File: config.mk
export PLATFORM = sky130hd
export DESIGN_NAME = split_xfer_ctrl
export DESIGN_NICKNAME = d
export VERILOG_FILES = /design/src/rtl/svt_pkg.sv /design/src/rtl/svt_strobe_decode.sv /design/src/rtl/svt_row_store.sv /design/src/rtl/svt_serial_unit.sv /design/src/rtl/split_xfer_ctrl.sv
export SDC_FILE = /design/constraint.sdc
export NUM_CORES = 1
export LEC_CHECK = 0
export ABC_AREA = 0
export BUFFER_PORTS_ARGS = -buffer_cell sky130_fd_sc_hd__buf_4
export CORE_MARGIN = 10
export CORE_UTILIZATION = 30
export DETAILED_ROUTE_END_ITERATION = 12
export GPL_TIMING_DRIVEN = 0
export PLACE_DENSITY_LB_ADDON = 0.05
export SLEW_MARGIN = 10
export SYNTH_ARGS = -nofsm -noshare
export SYNTH_HDL_FRONTEND = slang
export SYNTH_HIERARCHICAL = 1
export SYNTH_SLANG_ARGS = --single-unit
File: constraint.sdc
create_clock -name clk -period 4.9 [get_ports clk]
set_input_delay 0.49 -clock clk [delete_from_list [all_inputs] [get_ports clk]]
set_output_delay 0.49 -clock clk [all_outputs]
set_load 0.005 [all_outputs]
File: src/rtl/svt_pkg.sv
package svt_pkg;

    typedef enum logic [1:0] {
        XF_NONE  = 2'd0,
        XF_FULL  = 2'd1,
        XF_SPLIT = 2'd2
    } xfer_kind_e;

    // Kind of transfer requested at the row-strobe fall.
    function automatic xfer_kind_e decode_kind(input logic trg_n, input logic dsf);
        if (trg_n) begin
            return XF_NONE;
        end
        return dsf ? XF_SPLIT : XF_FULL;
    endfunction

    // Wider of two widths.
    function automatic int max_w(input int a, input int b);
        return (a > b) ? a : b;
    endfunction

endpackage

File: src/rtl/svt_strobe_decode.sv
module svt_strobe_decode
    import svt_pkg::*;
#(
    parameter int ROW_W  = 4,
    parameter int TAP_W  = 3,
    parameter int ADDR_W = 5
) (
    input  logic              clk,
    input  logic              rst,
    input  logic              ras_n,
    input  logic              cas_n,
    input  logic              trg_n,
    input  logic              dsf,
    input  logic [ADDR_W-1:0] addr,
    output logic [ROW_W-1:0]  row_q,
    output logic              go,
    output xfer_kind_e        kind,
    output logic [TAP_W-1:0]  col_tap,
    output logic              col_qtr,
    output logic              col_half
);
    localparam int COL_W = TAP_W + 2;

    logic       ras_d, cas_d, cas_taken;
    logic       ras_fall, cas_fall;
    xfer_kind_e kind_q;
    logic [COL_W-1:0] col_bits;

    assign ras_fall = ras_d & ~ras_n;
    assign cas_fall = cas_d & ~cas_n & ~ras_n & ~ras_d & ~cas_taken;

    always_ff @(posedge clk) begin
        if (rst) begin
            ras_d     <= 1'b1;
            cas_d     <= 1'b1;
            cas_taken <= 1'b0;
            kind_q    <= XF_NONE;
            row_q     <= '0;
        end else begin
            ras_d <= ras_n;
            cas_d <= cas_n;
            if (ras_fall) begin
                kind_q    <= decode_kind(trg_n, dsf);
                row_q     <= addr[ROW_W-1:0];
                cas_taken <= 1'b0;
            end else if (cas_fall) begin
                cas_taken <= 1'b1;
            end
        end
    end

    assign col_bits = addr[COL_W-1:0];
    assign col_tap  = col_bits[TAP_W-1:0];
    assign col_qtr  = col_bits[TAP_W];
    assign col_half = col_bits[TAP_W+1];
    assign go       = cas_fall && (kind_q != XF_NONE);
    assign kind     = kind_q;
endmodule

File: src/rtl/svt_row_store.sv
module svt_row_store #(
    parameter int ROWS     = 16,
    parameter int ROW_BITS = 32,
    localparam int ROW_W   = $clog2(ROWS)
) (
    input  logic                clk,
    input  logic                fill_en,
    input  logic [ROW_W-1:0]    fill_row,
    input  logic [ROW_BITS-1:0] fill_data,
    input  logic [ROW_W-1:0]    rd_row,
    output logic [ROW_BITS-1:0] rd_data
);
    logic [ROW_BITS-1:0] cells [ROWS];

    always_ff @(posedge clk) begin
        if (fill_en) begin
            cells[fill_row] <= fill_data;
        end
    end

    assign rd_data = cells[rd_row];
endmodule

File: src/rtl/svt_serial_unit.sv
module svt_serial_unit
    import svt_pkg::*;
#(
    parameter int SR_W     = 16,
    localparam int ROW_BITS = 2 * SR_W,
    localparam int HALF_W   = SR_W / 2,
    localparam int TAP_W    = $clog2(HALF_W)
) (
    input  logic                clk,
    input  logic                rst,
    input  logic                go,
    input  xfer_kind_e          kind,
    input  logic [TAP_W-1:0]    col_tap,
    input  logic                col_qtr,
    input  logic                col_half,
    input  logic [ROW_BITS-1:0] row_data,
    input  logic                sclk,
    output logic                sq_out,
    output logic                active_hi,
    output logic                split_err,
    output logic [SR_W-1:0]     sreg_flat,
    output logic [TAP_W-1:0]    idx_o,
    output logic [1:0]          pend_o,
    output logic                full_seen_o,
    output logic                shift_o
);
    localparam logic [TAP_W-1:0] LAST = TAP_W'(HALF_W - 1);

    logic              sclk_d, shift_edge, full_seen, cur_half;
    logic [TAP_W-1:0]  idx;
    logic              load_full, split_req, split_ok, at_last, other;
    logic [SR_W-1:0]   row_half;
    logic [HALF_W-1:0] data_w [2];
    logic [TAP_W-1:0]  tap_w  [2];
    logic [1:0]        pend_w;

    assign shift_edge = sclk & ~sclk_d;
    assign load_full  = go && (kind == XF_FULL);
    assign split_req  = go && (kind == XF_SPLIT);
    assign split_ok   = split_req && full_seen;
    assign at_last    = (idx == LAST);
    assign other      = ~cur_half;
    assign row_half   = col_half ? row_data[ROW_BITS-1:SR_W] : row_data[SR_W-1:0];

    // One storage slice per register half.
    for (genvar h = 0; h < 2; h++) begin : g_half
        logic [HALF_W-1:0] data_q;
        logic [TAP_W-1:0]  tap_q;
        logic              pend_q;
        logic              is_idle, load_here, enter_here;

        assign is_idle    = (cur_half != 1'(h));
        assign load_here  = load_full || (split_ok && is_idle);
        assign enter_here = shift_edge && at_last && is_idle;

        always_ff @(posedge clk) begin
            if (rst) begin
                data_q <= '0;
                tap_q  <= '0;
                pend_q <= 1'b0;
            end else begin
                if (load_here) begin
                    data_q <= row_half[h*HALF_W +: HALF_W];
                end
                if (load_full) begin
                    tap_q  <= '0;
                    pend_q <= 1'b0;
                end else if (split_ok && is_idle) begin
                    tap_q  <= col_tap;
                    pend_q <= 1'b1;
                end else if (enter_here) begin
                    pend_q <= 1'b0;
                end
            end
        end

        assign data_w[h] = data_q;
        assign tap_w[h]  = tap_q;
        assign pend_w[h] = pend_q;
    end

    always_ff @(posedge clk) begin
        if (rst) begin
            sclk_d    <= 1'b0;
            full_seen <= 1'b0;
            cur_half  <= 1'b0;
            idx       <= '0;
            sq_out    <= 1'b0;
            split_err <= 1'b0;
        end else begin
            sclk_d    <= sclk;
            split_err <= split_req && !full_seen;
            if (load_full) begin
                full_seen <= 1'b1;
            end
            if (shift_edge) begin
                sq_out <= data_w[cur_half][idx];
            end
            if (load_full) begin
                cur_half <= col_qtr;
                idx      <= col_tap;
            end else if (shift_edge) begin
                if (at_last) begin
                    cur_half <= other;
                    idx      <= pend_w[other] ? tap_w[other] : '0;
                end else begin
                    idx <= idx + 1'b1;
                end
            end
        end
    end

    assign active_hi   = cur_half;
    assign sreg_flat   = {data_w[1], data_w[0]};
    assign idx_o       = idx;
    assign pend_o      = pend_w;
    assign full_seen_o = full_seen;
    assign shift_o     = shift_edge;
endmodule

File: src/rtl/split_xfer_ctrl.sv
module split_xfer_ctrl
    import svt_pkg::*;
#(
    parameter int ROWS = 16,
    parameter int SR_W = 16,
    localparam int ROW_W    = $clog2(ROWS),
    localparam int ROW_BITS = 2 * SR_W,
    localparam int HALF_W   = SR_W / 2,
    localparam int TAP_W    = $clog2(HALF_W),
    localparam int COL_W    = TAP_W + 2,
    localparam int ADDR_W   = max_w(ROW_W, COL_W)
) (
    input  logic                clk,
    input  logic                rst,
    input  logic                ras_n,
    input  logic                cas_n,
    input  logic                trg_n,
    input  logic                dsf,
    input  logic [ADDR_W-1:0]   addr,
    input  logic                sclk,
    input  logic                fill_en,
    input  logic [ROW_W-1:0]    fill_row,
    input  logic [ROW_BITS-1:0] fill_data,
    output logic                sq_out,
    output logic                active_hi,
    output logic                split_err
);
    logic [ROW_W-1:0]    row_q;
    logic                go, col_qtr, col_half;
    xfer_kind_e          kind;
    logic [TAP_W-1:0]    col_tap;
    logic [ROW_BITS-1:0] row_data;
    logic [SR_W-1:0]     sreg_flat;
    logic [TAP_W-1:0]    idx;
    logic [1:0]          pend;
    logic                full_seen, shift_edge;

    svt_strobe_decode #(
        .ROW_W (ROW_W),
        .TAP_W (TAP_W),
        .ADDR_W(ADDR_W)
    ) u_dec (
        .clk     (clk),
        .rst     (rst),
        .ras_n   (ras_n),
        .cas_n   (cas_n),
        .trg_n   (trg_n),
        .dsf     (dsf),
        .addr    (addr),
        .row_q   (row_q),
        .go      (go),
        .kind    (kind),
        .col_tap (col_tap),
        .col_qtr (col_qtr),
        .col_half(col_half)
    );

    svt_row_store #(
        .ROWS    (ROWS),
        .ROW_BITS(ROW_BITS)
    ) u_store (
        .clk      (clk),
        .fill_en  (fill_en),
        .fill_row (fill_row),
        .fill_data(fill_data),
        .rd_row   (row_q),
        .rd_data  (row_data)
    );

    svt_serial_unit #(
        .SR_W(SR_W)
    ) u_ser (
        .clk        (clk),
        .rst        (rst),
        .go         (go),
        .kind       (kind),
        .col_tap    (col_tap),
        .col_qtr    (col_qtr),
        .col_half   (col_half),
        .row_data   (row_data),
        .sclk       (sclk),
        .sq_out     (sq_out),
        .active_hi  (active_hi),
        .split_err  (split_err),
        .sreg_flat  (sreg_flat),
        .idx_o      (idx),
        .pend_o     (pend),
        .full_seen_o(full_seen),
        .shift_o    (shift_edge)
    );
endmodule

# Word level (Yosys, flattened, before mapping)
# Memory sizes are Yosys's and may differ from the RTL's. A register that Yosys moved wholly into a read port is not among the register bits.
# Cells that the tools add are included.
# classes
n_addsub,1
eq_ne,3
muxes,32
n_reduce_logical,21
bitwise_logic,14
n_lt_le_gt_ge,4
# op_table
operator,n
$mux 8,3
$mux 3,7
$mux 16,1
$mux 1,15
$logic_and 1x1->1,10
$reduce_bool 2->1,5
$mux 4,2
$and 1x1->1,6
$mux 2,3
$not 1->1,6
$ge 2x2->1 const B,2
$lt 3x4->1 const B,1
$not 1->2,2
$reduce_or 2->1,2
$add 3x1->3 const B,1
$bmux 1 s3,1
$eq 3x3->1 const B,1
$eq 2x1->1 const B,1
$eq 2x2->1 const B,1
$logic_or 1x1->1,2
$lt 1x2->1 const B,1
$reduce_and 2->1,1
$logic_not 1->1,1
# totals
wordCells,93
mem_count,1
mem_bits_rw,512
out_inout_bits,3
in_bits,49
regBits,41
# memory_table
name,words,word_bits,rd,rd_ports_with_merged_regs,wr,line,source
u_store.cells,16,32,1,1,1,svt_row_store.sv:13,logic [ROW_BITS-1:0] cells [ROWS];

# Longest topological paths before layout
# logic_depth
ltp_word,10
mapped_depth,8
depth_no_buf,6

# Cells and area by module
# The synthesis kept the hierarchy.
# by_module_without_submodules
mod,instances,area_per_inst_um2,cells_per_inst,seq_area_each_um2
svt_row_store,1,19194.7,806,15374.7
svt_serial_unit,1,1679.1,177,640.6
svt_strobe_decode,1,375.4,38,180.2

# Worst setup path after synthesis
# Ideal clock, no wire load.
# synth_path
path_type,input to register
startpoint,in fill_row[2]
endpoint,"mem u_store.cells[0][0], enable pin"
required_time_ns,4.439
arrival_time_ns,3.208
path_slack_ns,1.230
path_stages,2
path_cell_list,or3b_2 > nor3_1
# synth_lines
element,line,source
start: declaration,split_xfer_ctrl.sv:22,"input logic [ROW_W-1:0] fill_row,"
end: declaration,svt_row_store.sv:13,
# Straight into the memory's write port.

==> impl_metrics.env <==
export IMPL_status="finished, final reports clean"
export IMPL_hp_start="cas_n"
export IMPL_dr_pass1_iters=5
export IMPL_power_mw=10.9
export IMPL_cp_required_ns=5.34
export IMPL_hold_violations=0
export IMPL_numCtsBuffers=66
export IMPL_clkPwrFrac_pct=45.9
export IMPL_diodes=0
export IMPL_grt_pass1_wl_mm=84.6
export IMPL_slew_violations=0
export IMPL_cts_setup_buffers=0
export IMPL_r2r_end="u_ser/g_half[0].data_q[0]"
export IMPL_r2r_cells=7
export IMPL_clk_pin_slew_ns=0.06
export IMPL_fp_dieArea_um2=81800
export IMPL_critPathCaptureType="flip-flop"
export IMPL_hp_class="in2reg"
export IMPL_clk_latency_ns=0.59
export IMPL_drc=0
export IMPL_timing_fmax_mhz=343
export IMPL_internal_power_mw=8.59
export IMPL_vdd_drop_max_v=0.000228
export IMPL_power_density_nw_per_um2=423
export IMPL_cts_path_max_buffers=3
export IMPL_cts_tree="done"
export IMPL_setup_viol=0
export IMPL_ys_warn_count=6
export IMPL_rows=97
export IMPL_vias=10600
export IMPL_start_kind="flip-flop"
export IMPL_place_area_um2=23500
export IMPL_cp_data_arrival_time_ns=3.36
export IMPL_grt_ovfl_total=0
export IMPL_worstSetupPathType="reg2reg"
export IMPL_finalCritPeriodShare_pct=59.6
export IMPL_final_area_um2=25700
export IMPL_grt_pass1_vias=11300
export IMPL_dp_hpwl_mm=38.8
export IMPL_rsz0062_at_grt="no"
export IMPL_htree_levels=3
export IMPL_clockRootBuffer="clkbuf_16"
export IMPL_crit_start="u_dec/row_q[1]"
export IMPL_power_frac_comb_pct=5.6
export IMPL_track_usage_pct=14.4
export IMPL_drt_iter0_markers=892
export IMPL_syn_num_nets=1071
export IMPL_critPathMaxFanout=10
export IMPL_tightestPinTransition_ns=1.07
export IMPL_reg2reg_from="u_dec/row_q[1]"
export IMPL_slew_headroom_pct=29.0
export IMPL_syn2layout_area_growth_pct=21.2
export IMPL_cts_sinks=553
export IMPL_io_buffers=49
export IMPL_die_h_um=286
export IMPL_ff2ff_setup_slack_ns=1.98
export IMPL_ios=52
export IMPL_syn_area_um2=21200
export IMPL_power_switching_mw=2.29
export IMPL_cp_endpoint="u_ser/g_half[0].data_q[0]"
export IMPL_drtAntennaViolNets=0
export IMPL_cts_resized_gates=0
export IMPL_routed_via_density=4.89
export IMPL_antenna_found_initial=4
export IMPL_swShare_pct=21.1
export IMPL_worst_clock_skew_ns=0.0188
export IMPL_synth_avg_cell_area_um2=20.8
export IMPL_wl_mm=58.5
export IMPL_period_needed_ns=2.92
export IMPL_synthCells=1019
export IMPL_core_area_um2=70100
export IMPL_start_util_pct=30.3
export IMPL_p_leak_nw=8.11
export IMPL_tns_ns=0
export IMPL_grt_max_degree=18
export IMPL_drive_above_1_share_pct=29.7
export IMPL_routabilityCongestion=0.723
export IMPL_final_nets=1226
export IMPL_wl_per_cell_um=27.0
export IMPL_die_w_um=286
export IMPL_cts_hold_buf=0
export IMPL_p_seq_share_pct=48.5
export IMPL_cap_violations=0
==> power by group through the flow <==
stage / Clock (mW) / Sequential (mW) / Combinational, mW
after floorplan: 0 / 5.37 / 0.318
after global placement: 0 / 5.38 / 0.603
after detailed placement: 0 / 5.37 / 0.634
after CTS: 5.17 / 5.27 / 0.634
after global routing: 5.38 / 5.28 / 0.666
final: 4.99 / 5.27 / 0.614
==> per-stage QoR <==
step	utilization, %	instances	setup WS [ns]	hold slack, ns
CTS	36.7	2165	1.95	0.0730
global placement	32.5	2008	-2.73	0.455
finish	36.7	2165	1.98	0.116
detailed placement	33.5	2046	1.95	0.458
floorplan	-	1019	1.23	0.446
global route	36.7	2165	1.86	0.0831
==> layer usage <==
layer / GRT usage (%) / wire [µm] / vias up
met2: 21.6 / 26500 / 235
met4: 3.70 / 1160 / 8
met5: 0 / 60 / -
met3: 3.31 / 2880 / 81
li1: - / - / 4565
met1: 20.9 / 27800 / 5691
==> flip-flops by register name, summed over array words and instances, names as in the netlist, 2 cells and up <==
name / cells
u_store/cells: 512
u_ser/g_half.data_q: 16
u_ser/g_half.tap_q: 6
u_dec/row_q: 4
u_ser/idx_o: 3
u_dec/kind: 2
u_ser/g_half.pend_q: 2
==> layout by cell type (no fill, tap or decap), types with 3 or more instances in the layout <==
master	count
edfxtp_1	512
mux4_2	130
buf_4	77
clkbuf_16	71
a22oi_1	65
dfxtp_1	41
nand2_1	40
clkbuf_1	36
nor2_1	35
mux2i_1	28
a211oi_1	20
clkinv_1	15
buf_2	12
nor2_4	12
buf_1	11
buf_16	11
bufinv_16	9
a21oi_1	9
buf_6	9
clkinv_2	8
buf_12	8
inv_1	6
nand3b_1	6
o21ai_0	6
nor2b_1	5
nand2b_1	5
nand3_1	5
nor3_2	4
nor3_1	3
ha_1	3
==> worst min path at each step <==
stage                            to  cells past startpoint
finish                  u_dec/cas_d                      2
global route            u_dec/cas_d                      2
CTS                     u_dec/cas_d                      2
detailed placement  u_dec/cas_taken                      2
global placement    u_dec/cas_taken                      2
floorplan           u_dec/cas_taken                      2
==> worst max-delay path, cell delays in order (launching register included) <==
cell and delay (ns):
dfxtp_1 0.34, buf_2 0.40, buf_1 0.82, mux4_2 0.42, a22oi_1 0.16, nand2_1 0.17, mux2i_1 0.34, a211oi_1 0.12
==> final cells by class <==
type	instances	area [µm²]
timing repair buffer	87	996
clock inverter	34	383
multi-input combinational	397	4800
inverter	6	22.5
fill	6567	44400
sequential	553	16200
tap	940	1180
clock buffer	85	1830
buffer	63	330
No activity file was read; power rests on OpenSTA's default activity.
